`src/rtl/evt_jit_pkg.sv`:
```
package evt_jit_pkg;

   // position of the incoming strobe in the seeding sequence
   typedef enum logic [1:0] {
      PH_FIRST = 2'd0,   // no timestamp stored yet
      PH_SEED  = 2'd1,   // first interval: seeds the mean
      PH_PRIME = 2'd2,   // second interval: seeds the jitter
      PH_RUN   = 2'd3    // steady smoothing
   } seq_phase_t;

endpackage

```
`src/rtl/occ_stamp_tracker.sv`:
```
module occ_stamp_tracker
   import evt_jit_pkg::*;
#(
   parameter int TS_W  = 16,
   parameter int CNT_W = 8
) (
   input  logic             clk,
   input  logic             rst_n,
   input  logic             clear,
   input  logic             strobe,
   input  logic [TS_W-1:0]  stamp,
   output logic [CNT_W-1:0] occ,
   output logic [TS_W-1:0]  interval,
   output seq_phase_t       phase
);

   localparam logic [CNT_W-1:0] OCC_MAX = {CNT_W{1'b1}};

   logic [TS_W-1:0] last_q;

   generate
      if (CNT_W < 2) begin : g_bad_cnt
         $error("occ_stamp_tracker: CNT_W must be at least 2");
      end
   endgenerate

   always_ff @(posedge clk or negedge rst_n) begin
      if (!rst_n) begin
         occ    <= '0;
         last_q <= '0;
      end else if (clear) begin
         occ    <= '0;
         last_q <= '0;
      end else if (strobe) begin
         last_q <= stamp;
         if (occ != OCC_MAX) occ <= occ + 1'b1;
      end
   end

   // modular difference handles timestamp roll-over
   assign interval = stamp - last_q;

   always_comb begin
      if (occ == '0)                          phase = PH_FIRST;
      else if (occ == {{(CNT_W-1){1'b0}},1'b1}) phase = PH_SEED;
      else if (occ == {{(CNT_W-2){1'b0}},2'b10}) phase = PH_PRIME;
      else                                    phase = PH_RUN;
   end

   // a non-zero count never returns to zero without clear
   a_r3_no_wrap: assert property (@(posedge clk) disable iff (!rst_n)
      (occ != '0 && !clear) |=> occ != '0);

endmodule

```
`src/rtl/shift_avg.sv`:
```
module shift_avg #(
   parameter int W  = 16,
   parameter int SH = 2
) (
   input  logic         clk,
   input  logic         rst_n,
   input  logic         clear,
   input  logic         load,
   input  logic         upd,
   input  logic [W-1:0] sample,
   output logic [W-1:0] avg
);

   logic [W-1:0] nxt;

   generate
      if (SH < 0 || SH >= W) begin : g_bad_shift
         $error("shift_avg: SH must lie in 0..W-1");
      end
      if (SH == 0) begin : g_track
         // no smoothing: follow the latest sample
         assign nxt = sample;
      end else begin : g_smooth
         logic signed [W+1:0] diff_w, step_w, sum_w;
         logic [1:0]          unused_hi;
         always_comb begin
            diff_w = $signed({2'b00, sample}) - $signed({2'b00, avg});
            step_w = diff_w >>> SH;
            sum_w  = $signed({2'b00, avg}) + step_w;
         end
         assign nxt       = sum_w[W-1:0];
         assign unused_hi = sum_w[W+1:W];
      end
   endgenerate

   always_ff @(posedge clk or negedge rst_n) begin
      if (!rst_n)     avg <= '0;
      else if (clear) avg <= '0;
      else if (load)  avg <= sample;
      else if (upd)   avg <= nxt;
   end

   // a smoothing step moves toward the sample and never past it
   a_r5_step_up: assert property (@(posedge clk) disable iff (!rst_n)
      (upd && !load && !clear && sample >= avg) |=>
         (avg >= $past(avg) && avg <= $past(sample)));
   a_r5_step_down: assert property (@(posedge clk) disable iff (!rst_n)
      (upd && !load && !clear && sample <= avg) |=>
         (avg <= $past(avg) && avg >= $past(sample)));

endmodule

```
`src/rtl/evt_jitter_unit.sv`:
```
module evt_jitter_unit
   import evt_jit_pkg::*;
#(
   parameter int TS_W  = 16,
   parameter int CNT_W = 8,
   parameter int SHIFT = 2
) (
   input  logic             clk,
   input  logic             rst_n,
   input  logic             clear,
   input  logic             evt_strobe,
   input  logic [TS_W-1:0]  stamp,
   input  logic [TS_W-1:0]  limit,
   output logic [TS_W-1:0]  jitter,
   output logic             jitter_valid,
   output logic             over_limit,
   output logic [CNT_W-1:0] occ_count
);

   logic [TS_W-1:0] interval, mean, dev;
   seq_phase_t      phase;
   logic            take;
   logic            mean_load, mean_upd, jit_load, jit_upd;
   logic signed [TS_W:0] gap;
   logic signed [TS_W:0] mag;
   logic            unused_sign;

   occ_stamp_tracker #(.TS_W(TS_W), .CNT_W(CNT_W)) u_track (
      .clk(clk), .rst_n(rst_n), .clear(clear), .strobe(evt_strobe),
      .stamp(stamp), .occ(occ_count), .interval(interval), .phase(phase)
   );

   assign take      = evt_strobe && !clear;
   assign mean_load = take && (phase == PH_SEED);
   assign mean_upd  = take && (phase == PH_PRIME || phase == PH_RUN);
   assign jit_load  = take && (phase == PH_PRIME);
   assign jit_upd   = take && (phase == PH_RUN);

   // deviation against the mean held before this strobe
   always_comb begin
      gap = $signed({1'b0, interval}) - $signed({1'b0, mean});
      mag = (gap < 0) ? -gap : gap;
   end
   assign dev         = mag[TS_W-1:0];
   assign unused_sign = mag[TS_W];

   shift_avg #(.W(TS_W), .SH(SHIFT)) u_mean (
      .clk(clk), .rst_n(rst_n), .clear(clear), .load(mean_load),
      .upd(mean_upd), .sample(interval), .avg(mean)
   );

   shift_avg #(.W(TS_W), .SH(SHIFT)) u_jit (
      .clk(clk), .rst_n(rst_n), .clear(clear), .load(jit_load),
      .upd(jit_upd), .sample(dev), .avg(jitter)
   );

   assign jitter_valid = (phase == PH_RUN);
   assign over_limit   = jitter_valid && (jitter > limit);

   // clear wins over a simultaneous strobe
   a_r9_clear_wins: assert property (@(posedge clk) disable iff (!rst_n)
      clear |=> (occ_count == '0 && !jitter_valid && jitter == '0));

   // nothing moves without a strobe
   a_r10_hold: assert property (@(posedge clk) disable iff (!rst_n)
      (!evt_strobe && !clear) |=>
         ($stable(occ_count) && $stable(jitter) && $stable(jitter_valid)));

endmodule

```
`config.mk`:
```
export PLATFORM = sky130hd
export DESIGN_NAME = evt_jitter_unit
export DESIGN_NICKNAME = d
export VERILOG_FILES = /design/src/rtl/evt_jit_pkg.sv /design/src/rtl/occ_stamp_tracker.sv /design/src/rtl/shift_avg.sv /design/src/rtl/evt_jitter_unit.sv
export SDC_FILE = /design/constraint.sdc
export NUM_CORES = 1
export LEC_CHECK = 0
export ABC_CLOCK_PERIOD_IN_PS = 7550
export CORE_MARGIN = 3
export CORE_UTILIZATION = 25
export DETAILED_ROUTE_END_ITERATION = 12
export GPL_TIMING_DRIVEN = 0
export MAX_ROUTING_LAYER = met4
export PLACE_DENSITY = 0.51
export SYNTH_ARGS = -nofsm -noshare
export SYNTH_HDL_FRONTEND = slang
export SYNTH_SLANG_ARGS = --single-unit
```
`constraint.sdc`:
```
create_clock -name clk -period 7.55 [get_ports clk]
set_clock_uncertainty 0.1 [all_clocks]
set_input_delay 1.51 -clock clk [delete_from_list [all_inputs] [get_ports clk]]
set_output_delay 1.51 -clock clk [all_outputs]
set_load 0.05 [all_outputs]
```
; Yosys cells after proc, flatten, opt, wreduce, memory -nomap -nowiden
; Cells that the tools add are included.
[word_totals]
out_inout_bits = 26
word_cells = 49
ff_bits = 56
rom_bits = 0
mem_bits_rw = 0
latchBits = 0
mem_count = 0
inputBits = 36
[classes]
muxes = 15
n_lt_le_gt_ge = 2
shift = 0
eq_ne = 6
bitwise_logic = 0
div = 0
n_reduce_logical = 14
addsub = 8
n_mul = 0
[op_table]
columns = operator, count
row1 = 16-bit 2-to-1 mux, 9
row2 = 16-bit by 16-bit subtractor with 17-bit output, 3
row3 = 16-bit by 15-bit adder with 16-bit output, 2
row4 = 8-bit 2-to-1 mux, 3
row5 = "17-bit by 1-bit less-than comparator with 1-bit output, second input constant", 1
row6 = 16-bit > comparator, 1
row7 = 16-bit negator, 1
row8 = 16-bit subtractor, 1
row9 = "8-bit by 1-bit adder with 8-bit output, second input constant", 1
row10 = "8-bit by 1-bit == test with 1-bit output, second input constant", 1
row11 = "8-bit by 2-bit == test with 1-bit output, second input constant", 1
row12 = 8-bit zero test, 1
row13 = "8-bit inequality test, second input constant", 1
row14 = 1-bit logical AND, 6
row15 = 3-bit nonzero test, 2
row16 = "2-bit == test, second input constant", 2
row17 = 2-bit 2-to-1 mux, 2
row18 = 2-bit nonzero test, 2
row19 = "2-bit by 1-bit == test with 1-bit output, second input constant", 1
row20 = 2-bit AND reduction, 1
row21 = 1-bit zero test, 1
row22 = 1-bit logical OR, 1
row23 = 1-bit 2-to-1 mux, 1

; Logic depth before layout (Yosys ltp)
; Gate-level depths: netlist (run 1).
[logic_depth]
depth_word = 10
mapped_depth = 36
ltp_nobuf = 35

; Hierarchy
; Synthesis (run 1) repeated with hierarchy kept, for this count alone.
[unflattened]
cells_unflattened = 988
area_unflattened_um2 = 7910.1
[modules_own_cells]
columns = module, area_each_um2, seq_area_each_um2, n_inst, cells_per_inst
row1 = shift_avg (u_mean), 2202.1, 400.4, 1, 277
row2 = shift_avg (u_jit), 2113.3, 400.4, 1, 268
row3 = occ_stamp_tracker, 1825.5, 600.6, 1, 203
row4 = evt_jitter_unit, 1769.2, 0.0, 1, 240

; Worst setup path after synthesis (run 1)
; Ideal clock, no wire load.
[synth_timing]
path_kind = input to register
from = input port stamp[0]
to = register u_jit.avg[15]
path_slack_ns = -1.053
arrival_ns = 8.380
setup_ns = 0.124
cell_stages = 35
required_time_ns = 7.326
n_path_buf = 2
cell_sequence = inv_1 -> ha_1 -> fa_1 -> nor2b_1 -> o21a_1 -> o21ai_0 -> a21oi_1 -> a21oi_1 -> xnor2_1 -> ha_1 -> clkbuf_1 -> a21oi_1 -> o22ai_1 -> o41ai_2 -> a31oi_1 -> a31oi_2 -> buf_2 -> o21ai_0 -> ha_1 -> or3_1 -> o221a_2 -> a221oi_2 -> a21oi_1 -> a41o_1 -> o21ai_0 -> nor2b_1 -> xnor2_1 -> ha_1 -> nand3_1 -> a2111oi_0 -> nor4_1 -> nor3_1 -> xor2_1 -> nor2_1 -> a211o_1
[synth_between]
elab_chain_len = 9
word_cells_on_any_way = 10
classes_between = add/sub (5) / order compare (1) / mux (4)
[synth_lines]
columns = item, line
row1 = from (decl), evt_jitter_unit.sv:12  ; input logic [TS_W-1:0] stamp,
row2 = 16-bit subtractor *, occ_stamp_tracker.sv:41  ; assign interval = stamp - last_q;
row3 = 16-bit by 16-bit subtractor with 17-bit output *, evt_jitter_unit.sv:41  ; gap = $signed({1'b0, interval}) - $signed({1'b0, mean});
row4 = 16-bit negator or 17-bit by 1-bit less-than comparator with 1-bit output (tied branches), evt_jitter_unit.sv:42  ; mag = (gap < 0) ? -gap : gap;
row5 = 16-bit 2-to-1 mux *, evt_jitter_unit.sv:42
row6 = 16-bit by 16-bit subtractor with 17-bit output, shift_avg.sv:27  ; diff_w = $signed({2'b00, sample}) - $signed({2'b00, avg});
row7 = 16-bit by 15-bit adder with 16-bit output, shift_avg.sv:29  ; sum_w = $signed({2'b00, avg}) + step_w;
row8 = 16-bit 2-to-1 mux, shift_avg.sv:40  ; else if (upd) avg <= nxt;
row9 = 16-bit 2-to-1 mux *, shift_avg.sv:39  ; else if (load) avg <= sample;
row10 = 16-bit 2-to-1 mux *, shift_avg.sv:38  ; else if (clear) avg <= '0;
row11 = to (signal assigned), shift_avg.sv:39
row12 = to (signal assigned), shift_avg.sv:40
row13 = to (decl), shift_avg.sv:11  ; output logic [W-1:0] avg
; Every way passes the cells marked *; elsewhere a longest branch is shown, timed or not. The select of a mux whose other input is x is not followed.
; A chain may end at the register's enable or synchronous reset.

; Final worst setup path (run 1)
; Ends and elaborated chain as after synthesis.

==> results of run 1 <==
==> metal layers <==
layer / up-vias / wire length (µm) / GRT usage (%)
li1: 3343 / - / -
met1: 3091 / 10300 / 19.4
met2: 141 / 8900 / 22.9
met3: 16 / 818 / 1.54
met4: 0 / 268 / 2.97
met5: - / 0 / -
==> registers in the layout (all words and copies together) (netlist names) <==
signal / cells
u_track.occ: 8
u_mean.avg: 16
u_track.last_q: 16
u_jit.avg: 16
==> worst paths after layout <==
path	from	to	slack, ps	depth (start not counted)
setup / recovery	stamp[0]	u_jit.avg[15]$_DFFE_PN0P_	-680	37
hold / removal	u_track.last_q[8]$_DFFE_PN0P_	u_track.last_q[8]$_DFFE_PN0P_	420	2
setup reg to reg	u_track.last_q[0]$_DFFE_PN0P_	u_jit.avg[15]$_DFFE_PN0P_	200	35
hold reg to reg	u_track.last_q[8]$_DFFE_PN0P_	u_track.last_q[8]$_DFFE_PN0P_	420	2
max in group asynchronous	rst_n	u_jit.avg[1]$_DFFE_PN0P_	5640	1
min in group asynchronous	rst_n	u_track.last_q[14]$_DFFE_PN0P_	1170	1
==> layout by cell type (no fill, tap or decap), types with 37 or more instances in the layout <==
| cell type | count |
|---|---|
| inv_1 | 80 |
| ha_1 | 80 |
| nor2_1 | 77 |
| dfrtp_1 | 56 |
| clkdlybuf4s50_1 | 54 |
| buf_4 | 54 |
| a21oi_1 | 49 |
| xnor2_1 | 43 |
| o21ai_0 | 38 |
| nand2_1 | 37 |
==> cell families after synthesis <==
| kind of cell | Yosys count |
|---|---|
| AO/OA/AOI/OAI | 244 |
| XOR/XNOR | 69 |
| buffers and inverters | 104 |
| adder cells (fa/ha/maj) | 101 |
| flip-flops | 56 |
| multiplexers | 17 |
| AND/OR/NAND/NOR | 264 |
==> tightest hold or removal path, cell delays in order (launching register included) <==
cell	delay (ps)
dfrtp_1	350
mux2i_1	70
nor2_1	70
==> cell usage after synthesis, types with 16 or more instances <==
cell type | count | area share (%)
ha_1 | 97 | 18
inv_1 | 82 | 4.5
nor2_1 | 80 | 4.4
a21oi_1 | 58 | 4.2
dfrtp_1 | 56 | 20
o21ai_0 | 51 | 3.7
xnor2_1 | 49 | 6.3
nand2_1 | 40 | 2.2
nor3_1 | 35 | 2.6
nand3_1 | 28 | 2.0
a211oi_1 | 21 | 2.3
clkbuf_1 | 19 | 1.0
o21a_1 | 19 | 2.1
xor2_1 | 19 | 2.4
mux2i_1 | 16 | 2.3
==> layout make-up <==
class / count / area (µm²) / share of cell area, %
repair buffers: 118 / 1060 / 11.7
plain buffers: 20 / 82.6 / 0.911
well taps: 341 / 427 / 4.71
clock inverters: 2 / 16.3 / 0.179
clock buffers: 6 / 129 / 1.42
inverters: 82 / 315 / 3.48
flip-flops and latches: 56 / 1400 / 15.5
multi-input cells: 695 / 5630 / 62.2
==> per-stage QoR <==
step           instance area, µm²  instances
3_5_place_dp                 8060       1256
4_1_cts                      8870       1309
5_1_grt                      9060       1320
3_3_place_gp                 8060       1256
2_1_floorplan                7040        855
6_report                     9060       1320
==> repair_timing <==
item	in CTS	in global routing
gates cloned	0	0
gates resized for setup	73	31
endpoints found under the setup margin	15	12
setup buffers	47	12
pin swaps	67	48
==> run_results.csv, run 1 <==
group,metric,value,unit
layout,n_antenna_cell,0,
critical_path,end_kind,"flip-flop",
route,initialDrtViolationCount,391,
sta,period_share,109,%
route,vias_per_cell,4.99,
logic_synthesis,synth_fa_ha_area_share,18.9,%
logic_synthesis,synthMuxAreaShare,2.50,%
sta,setup_violations,9,
global_routing,grtUsageTotal,14.2,%
die,die_area,29500,µm²
layout,finalNetCount,1115,
critical_path,cp_data_arrival_time,8330,ps
logic_synthesis,synth_cells,855,
critical_path,startpoint_type,"input port",
clock_tree,insertion_delay,320,ps
route,wire_per_inst,15.3,µm
logic_synthesis,syn_area_per_cell,8.03,µm²
logic_synthesis,ys.flop_type,"dfrtp_1",
logic_synthesis,synth-async-reset-ratio,100,%
logic_synthesis,yosysSeqAreaShare,20.4,%
die,die_h,172,µm
global_routing,grt_pass1_wl,33100,µm
run,drv_cap,0,
sta,rsz0062_at_grt,"true",
logic_synthesis,synth_xor_area_share,8.92,%
sta,fin_crit,8230,ps
logic_synthesis,yosysWarnings,0,
logic_synthesis,synth_area,6860,µm²
logic_synthesis,yosys.area_share.simple,19.2,%
global_routing,grt_overflow,0,
route,route.detailed.drc,0,
sta,fin_setup_tns,-3860,ps
sta,hold-worst-slack,424,ps
critical_path,slowest_delay,460,ps
die,io_pins,62,
place,place.gp.congestion,0.831,
clock_tree,clockBufferDepth,2,
clock_tree,clockRootBuffer,"clkbuf_16",
sta,relSlewSlack,32.3,%
outcome,outcome,"finished, violations left",
layout,final_core_util,33.6,%
critical_path,critical_path_class,"input port to flip-flop",
die,start_util,25.5,%
critical_path,crit_path_top_delay_cell,"o41ai_4",
die,rows,60,
critical_path,crit_fanout,7,
place,pre_cts_ws,-2120,ps
critical_path,cp.required,7640,ps
logic_synthesis,syn-num-nets,992,
logic_synthesis,ys_types,74,
place,place.port_buffers,60,
sta,finalWorstSetupSlack,-681,ps
logic_synthesis,synth_compound_area_share,24.4,%
die,core,27000,µm²
logic_synthesis,ys_seq_elements,56,
sta,fmax,121,MHz
layout,n_fill_cell,2805,
sta,hold_viol,0,
min_path,min_path_type,"flip-flop to flip-flop",
layout,drive_above_1_share,17.8,%
place,post-dp-hpwl,15400,µm
critical_path,critical_path_buf_inv_count,4,
route,dr_total_vias,6591,
clock_tree,path_clk_slew,90,ps
route,postRouteAntennaNets,0,
route,totalWireLength,20300,µm
sta,slew_violations,0,
clock_tree,cts_buffers,5,
logic_synthesis,synth_edf_count,0,
layout,syn_to_final_growth,32.1,%
clock_tree,htreeDepth,2,
clock_tree,cts_sinks,56,
clock_tree,cts_hold_buf,0,
critical_path,path_delay_family,"compound AO/OA/AOI/OAI gates",
clock_tree,cts_tree,"built",
route,drt_first_pass_iters,5,
global_routing,grt_pass1_vias,6445,
sta,tightest_slew,1010,ps
die,die_w,172,µm
logic_synthesis,synth_top_family_by_area,"compound AO/OA/AOI/OAI gates",
global_routing,grt_max_degree,57,
global_routing,antenna_found_initial,0,
outcome,violations,"negative setup slack",
Power of run 1 is left out: the tool's default activity adds up to more than one toggle a clock period on the data nets, which glitch-free logic cannot reach.
==> run 2, diff against run 1 <==
Settings changed: CORE_UTILIZATION 25 to 30, GPL_ROUTABILITY_DRIVEN from default to 0, PLACE_DENSITY 0.51 to 0.57.
==> run_results.csv, run 2 (synthesis gave the netlist of run 1 again) <==
group,metric,value,unit
global_routing,antenna_found_initial,0,
layout,syn_to_final_growth,31.3,%
clock_tree,clockBufferDepth,2,
critical_path,r2r-start,"u_track.last_q[0]$_DFFE_PN0P_",
place,place.port_buffers,60,
clock_tree,cts_hold_buf,0,
clock_tree,cts_tree,"built",
global_routing,grt_max_degree,57,
route,totalWireLength,19900,µm
layout,layout_common_cells,"80 x inv_1, 79 x ha_1, 78 x nor2_1",
sta,tightest_slew,1090,ps
global_routing,grt_pass1_wl,32200,µm
route,vias_per_cell,5.26,
outcome,violations,"negative setup slack",
critical_path,critical_path_class,"input port to flip-flop",
outcome,outcome,"finished, violations left",
global_routing,grt_pass1_vias,6522,
layout,largestRegisters,"u_jit.avg: 16 flops, u_mean.avg: 16 flops, u_track.last_q: 16 flops",
place,pre_cts_ws,-2040,ps
clock_tree,cts_buffers,5,
clock_tree,path_clk_slew,80,ps
die,die_h,157,µm
clock_tree,htreeDepth,2,
min_path,min_path_type,"flip-flop to flip-flop",
critical_path,end_kind,"flip-flop",
route,route.detailed.drc,0,
die,core,22200,µm²
global_routing,grt_overflow,0,
critical_path,cp.required,7660,ps
sta,rsz0062_at_grt,"true",
critical_path,startpoint,"stamp[0]",
route,initialDrtViolationCount,339,
route,postRouteAntennaNets,0,
layout,finalNetCount,1108,
layout,design_area,9010,µm²
die,die_area,24700,µm²
global_routing,grtUsageTotal,16.5,%
layout,mostFrequentLayoutCell,"inv_1",
clock_tree,cts_sinks,56,
route,drt_first_pass_iters,5,
sta,setup_violations,9,
critical_path,slowest_delay,520,ps
sta,period_share,109,%
critical_path,cp_data_arrival_time,8350,ps
critical_path,crit_path_top_delay_cell,"a2111oi_4",
die,io_pins,62,
sta,slew_violations,0,
sta,hold_viol,0,
route,wire_per_inst,15.9,µm
sta,relSlewSlack,26.5,%
min_path,hp-start,"u_track.last_q[8]$_DFFE_PN0P_",
sta,finalWorstSetupSlack,-690,ps
place,dpl_cell_area,7980,µm²
run,drv_cap,0,
layout,n_antenna_cell,0,
sta,fmax,121,MHz
die,die_w,157,µm
layout,drive_above_1_share,18.6,%
place,post-dp-hpwl,14900,µm
clock_tree,insertion_delay,320,ps
route,dr_total_vias,6587,
die,start_util,31.0,%
die,rows,54,
sta,fin_crit,8240,ps
clock_tree,clockRootBuffer,"clkbuf_16",
critical_path,crit_fanout,6,
critical_path,startpoint_type,"input port",
## run 2: changes by cell type in the layout (fill, tap and decap cells not counted), sizes merged
cell	previous run	this run
buf	64	57
## run 2: repair_timing
action,CTS,global route
pin swaps,57,59
gates resized for setup,65,52
buffers inserted,37,14
endpoints found under the setup margin,15,12
gates cloned,0,0
## run 2: path summary, 6_finish.rpt
path	endpoint	slack, ps	cells after the start
worst max-delay path	u_jit.avg[15]$_DFFE_PN0P_	-690	36
worst min-delay path	u_track.last_q[8]$_DFFE_PN0P_	420	2
worst max register to register	u_jit.avg[15]$_DFFE_PN0P_	180	34
worst min register to register	u_track.last_q[8]$_DFFE_PN0P_	420	2
max in group asynchronous	u_jit.avg[2]$_DFFE_PN0P_	5700	1
min in group asynchronous	u_track.last_q[14]$_DFFE_PN0P_	1160	1
## run 2: final cells by class
class	instances	area (µm²)
repair buffers	111	1010
multi-input cells	695	5710
plain buffers	20	82.6
fillers	2226	13200
clock buffers	6	129
clock inverters	2	16.3
well taps	280	350
inverters	82	315
flip-flops and latches	56	1400
## run 2: per-layer routing
| layer | share of wire [%] | GRT usage, % | vias up |
|---|---|---|---|
| met5 | 0 | - | - |
| met4 | 1.6 | 3.76 | 0 |
| met3 | 3.9 | 1.87 | 19 |
| met2 | 47 | 27.3 | 130 |
| met1 | 48 | 21.7 | 3103 |
| li1 | - | - | 3335 |
## run 2: worst max-delay path: cells and delay by family
kind	cells	cell delay, ps
buffers and inverters	3	260
AND/OR/NAND/NOR	8	1200
XOR/XNOR	4	650
adder cells (fa/ha/maj)	5	1490
AO/OA/AOI/OAI	16	3230
## run 2: metrics by stage
stage	TNS, ps	utilization, %	hold WS, ps	instances
2_1_floorplan	-1030	-	386	855
3_3_place_gp	-17560	36.0	402	1195
3_5_place_dp	-18230	36.0	415	1195
4_1_cts	-2110	39.2	435	1239
5_1_grt	-6090	40.7	451	1252
6_report	-3470	40.7	423	1252
Power of run 2 is left out for the same reason.
==> run 3, diff against run 2 <==
Settings changed: CAP_MARGIN from default to 25, CTS_CLUSTER_DIAMETER from default to 30.
==> run_results.csv, run 3 (synthesis gave the netlist of run 1 again) <==
group,metric,value,unit
global_routing,grtUsageTotal,16.5,%
sta,tightest_slew,776,ps
route,vias_per_cell,5.24,
route,route.detailed.drc,0,
route,totalWireLength,20000,µm
clock_tree,htreeDepth,2,
critical_path,cp_data_arrival_time,8350,ps
sta,setup_violations,9,
die,die_h,157,µm
sta,fmax,121,MHz
min_path,min_path_type,"flip-flop to flip-flop",
die,rows,54,
sta,fin_crit,8240,ps
die,die_area,24700,µm²
critical_path,reg2reg_slack,180,ps
layout,largestRegisters,"u_jit.avg: 16 flops, u_mean.avg: 16 flops, u_track.last_q: 16 flops",
sta,period_share,109,%
outcome,violations,"negative setup slack",
critical_path,timing.rr.end,"u_jit.avg[15]$_DFFE_PN0P_",
route,drt_first_pass_iters,5,
layout,drive_above_1_share,18.7,%
critical_path,slowest_delay,520,ps
critical_path,r2r_cells,34,
sta,hold-worst-slack,423,ps
critical_path,crit_path_top_delay_cell,"a2111oi_4",
critical_path,startpoint_type,"input port",
die,core,22200,µm²
layout,design_area,9010,µm²
place,dpl_cell_area,7980,µm²
sta,relSlewSlack,48.3,%
critical_path,critical_path_class,"input port to flip-flop",
place,post-dp-hpwl,14900,µm
layout,mostFrequentLayoutCell,"inv_1",
route,dr_total_vias,6569,
clock_tree,clockRootBuffer,"clkbuf_16",
die,start_util,31.0,%
min_path,holdPathEnd,"u_track.last_q[8]$_DFFE_PN0P_",
route,initialDrtViolationCount,359,
clock_tree,cts_sinks,56,
layout,finalNetCount,1109,
run,drv_cap,0,
sta,slew_violations,0,
layout,syn_to_final_growth,31.4,%
sta,rsz0062_at_grt,"true",
route,postRouteAntennaNets,0,
die,io_pins,62,
place,place.port_buffers,60,
die,die_w,157,µm
route,wire_per_inst,15.9,µm
sta,hold_viol,0,
clock_tree,clockBufferDepth,2,
critical_path,cp.required,7660,ps
global_routing,grt_pass1_vias,6522,
global_routing,grt_max_degree,57,
global_routing,grt_overflow,0,
global_routing,antenna_found_initial,0,
layout,layout_common_cells,"80 x inv_1, 79 x ha_1, 78 x nor2_1",
critical_path,r2r-start,"u_track.last_q[0]$_DFFE_PN0P_",
clock_tree,path_clk_slew,80,ps
global_routing,grt_pass1_wl,32200,µm
min_path,hp-start,"u_track.last_q[8]$_DFFE_PN0P_",
critical_path,end_kind,"flip-flop",
clock_tree,insertion_delay,320,ps
critical_path,crit_fanout,6,
sta,finalWorstSetupSlack,-691,ps
outcome,outcome,"finished, violations left",
min_path,hold_path_depth,2,
layout,n_antenna_cell,0,
clock_tree,cts_tree,"built",
clock_tree,cts_buffers,5,
## run 3: cell count changes in the layout (fill, tap and decap cells not counted), sizes merged
| cell | change |
|---|---|
| buf | +1 |
## run 3: metrics by stage
step,setup TNS (ps),setup slack [ps],std cells,utilization (%)
6_report,-3450,-691,1253,40.7
3_5_place_dp,-18230,-2040,1195,36.0
3_3_place_gp,-17560,-2020,1195,36.0
5_1_grt,-6050,-970,1253,40.7
2_1_floorplan,-1030,-455,855,-
4_1_cts,-2110,-565,1239,39.2
## run 3: worst max path at each step
| stage | startpoint | slack [ps] | cells past startpoint | endpoint |
|---|---|---|---|---|
| finish | stamp[0] | -690 | 36 | u_jit.avg[15]$_DFFE_PN0P_ |
| global route | stamp[0] | -970 | 36 | u_jit.avg[15]$_DFFE_PN0P_ |
| CTS | stamp[0] | -560 | 37 | u_jit.avg[15]$_DFFE_PN0P_ |
| detailed placement | stamp[0] | -2040 | 37 | u_jit.avg[15]$_DFFE_PN0P_ |
| global placement | stamp[0] | -2020 | 37 | u_jit.avg[15]$_DFFE_PN0P_ |
| floorplan | stamp[0] | -460 | 35 | u_jit.avg[15]$_DFFE_PN0P_ |
## run 3: worst max-delay path, delay by kind of cell
kind	cells	cell delay, ps
AOI/OAI and AO/OA	16	3240
adders and majority gates	5	1490
and+or+nand+nor	8	1200
xor gates and xnor gates	4	650
buffers and inverters	3	260
## run 3: layout make-up
| cell class | count | area [µm²] |
|---|---|---|
| clock inverters | 2 | 16.3 |
| repair buffers | 112 | 1010 |
| multi-input cells | 695 | 5710 |
| fillers | 2226 | 13100 |
| clock buffers | 6 | 129 |
| inverters | 82 | 315 |
| well taps | 280 | 350 |
| flip-flops and latches | 56 | 1400 |
| plain buffers | 20 | 82.6 |
## run 3: metal layers
layer / part of all wire, % / global-route usage, % / up-vias
li1: - / - / 3334
met1: 48 / 21.7 / 3077
met2: 46 / 27.3 / 139
met3: 4.2 / 1.87 / 19
met4: 1.6 / 3.76 / 0
met5: 0 / - / -
## run 3: timing repair
item | in CTS | in global routing
hold endpoints to repair | 0 | 0
gates resized for setup | 65 | 52
pin swaps | 57 | 59
buffers inserted | 37 | 14
endpoints found under the setup margin | 15 | 12
hold buffers | 0 | 0
Power of run 3 is left out for the same reason.
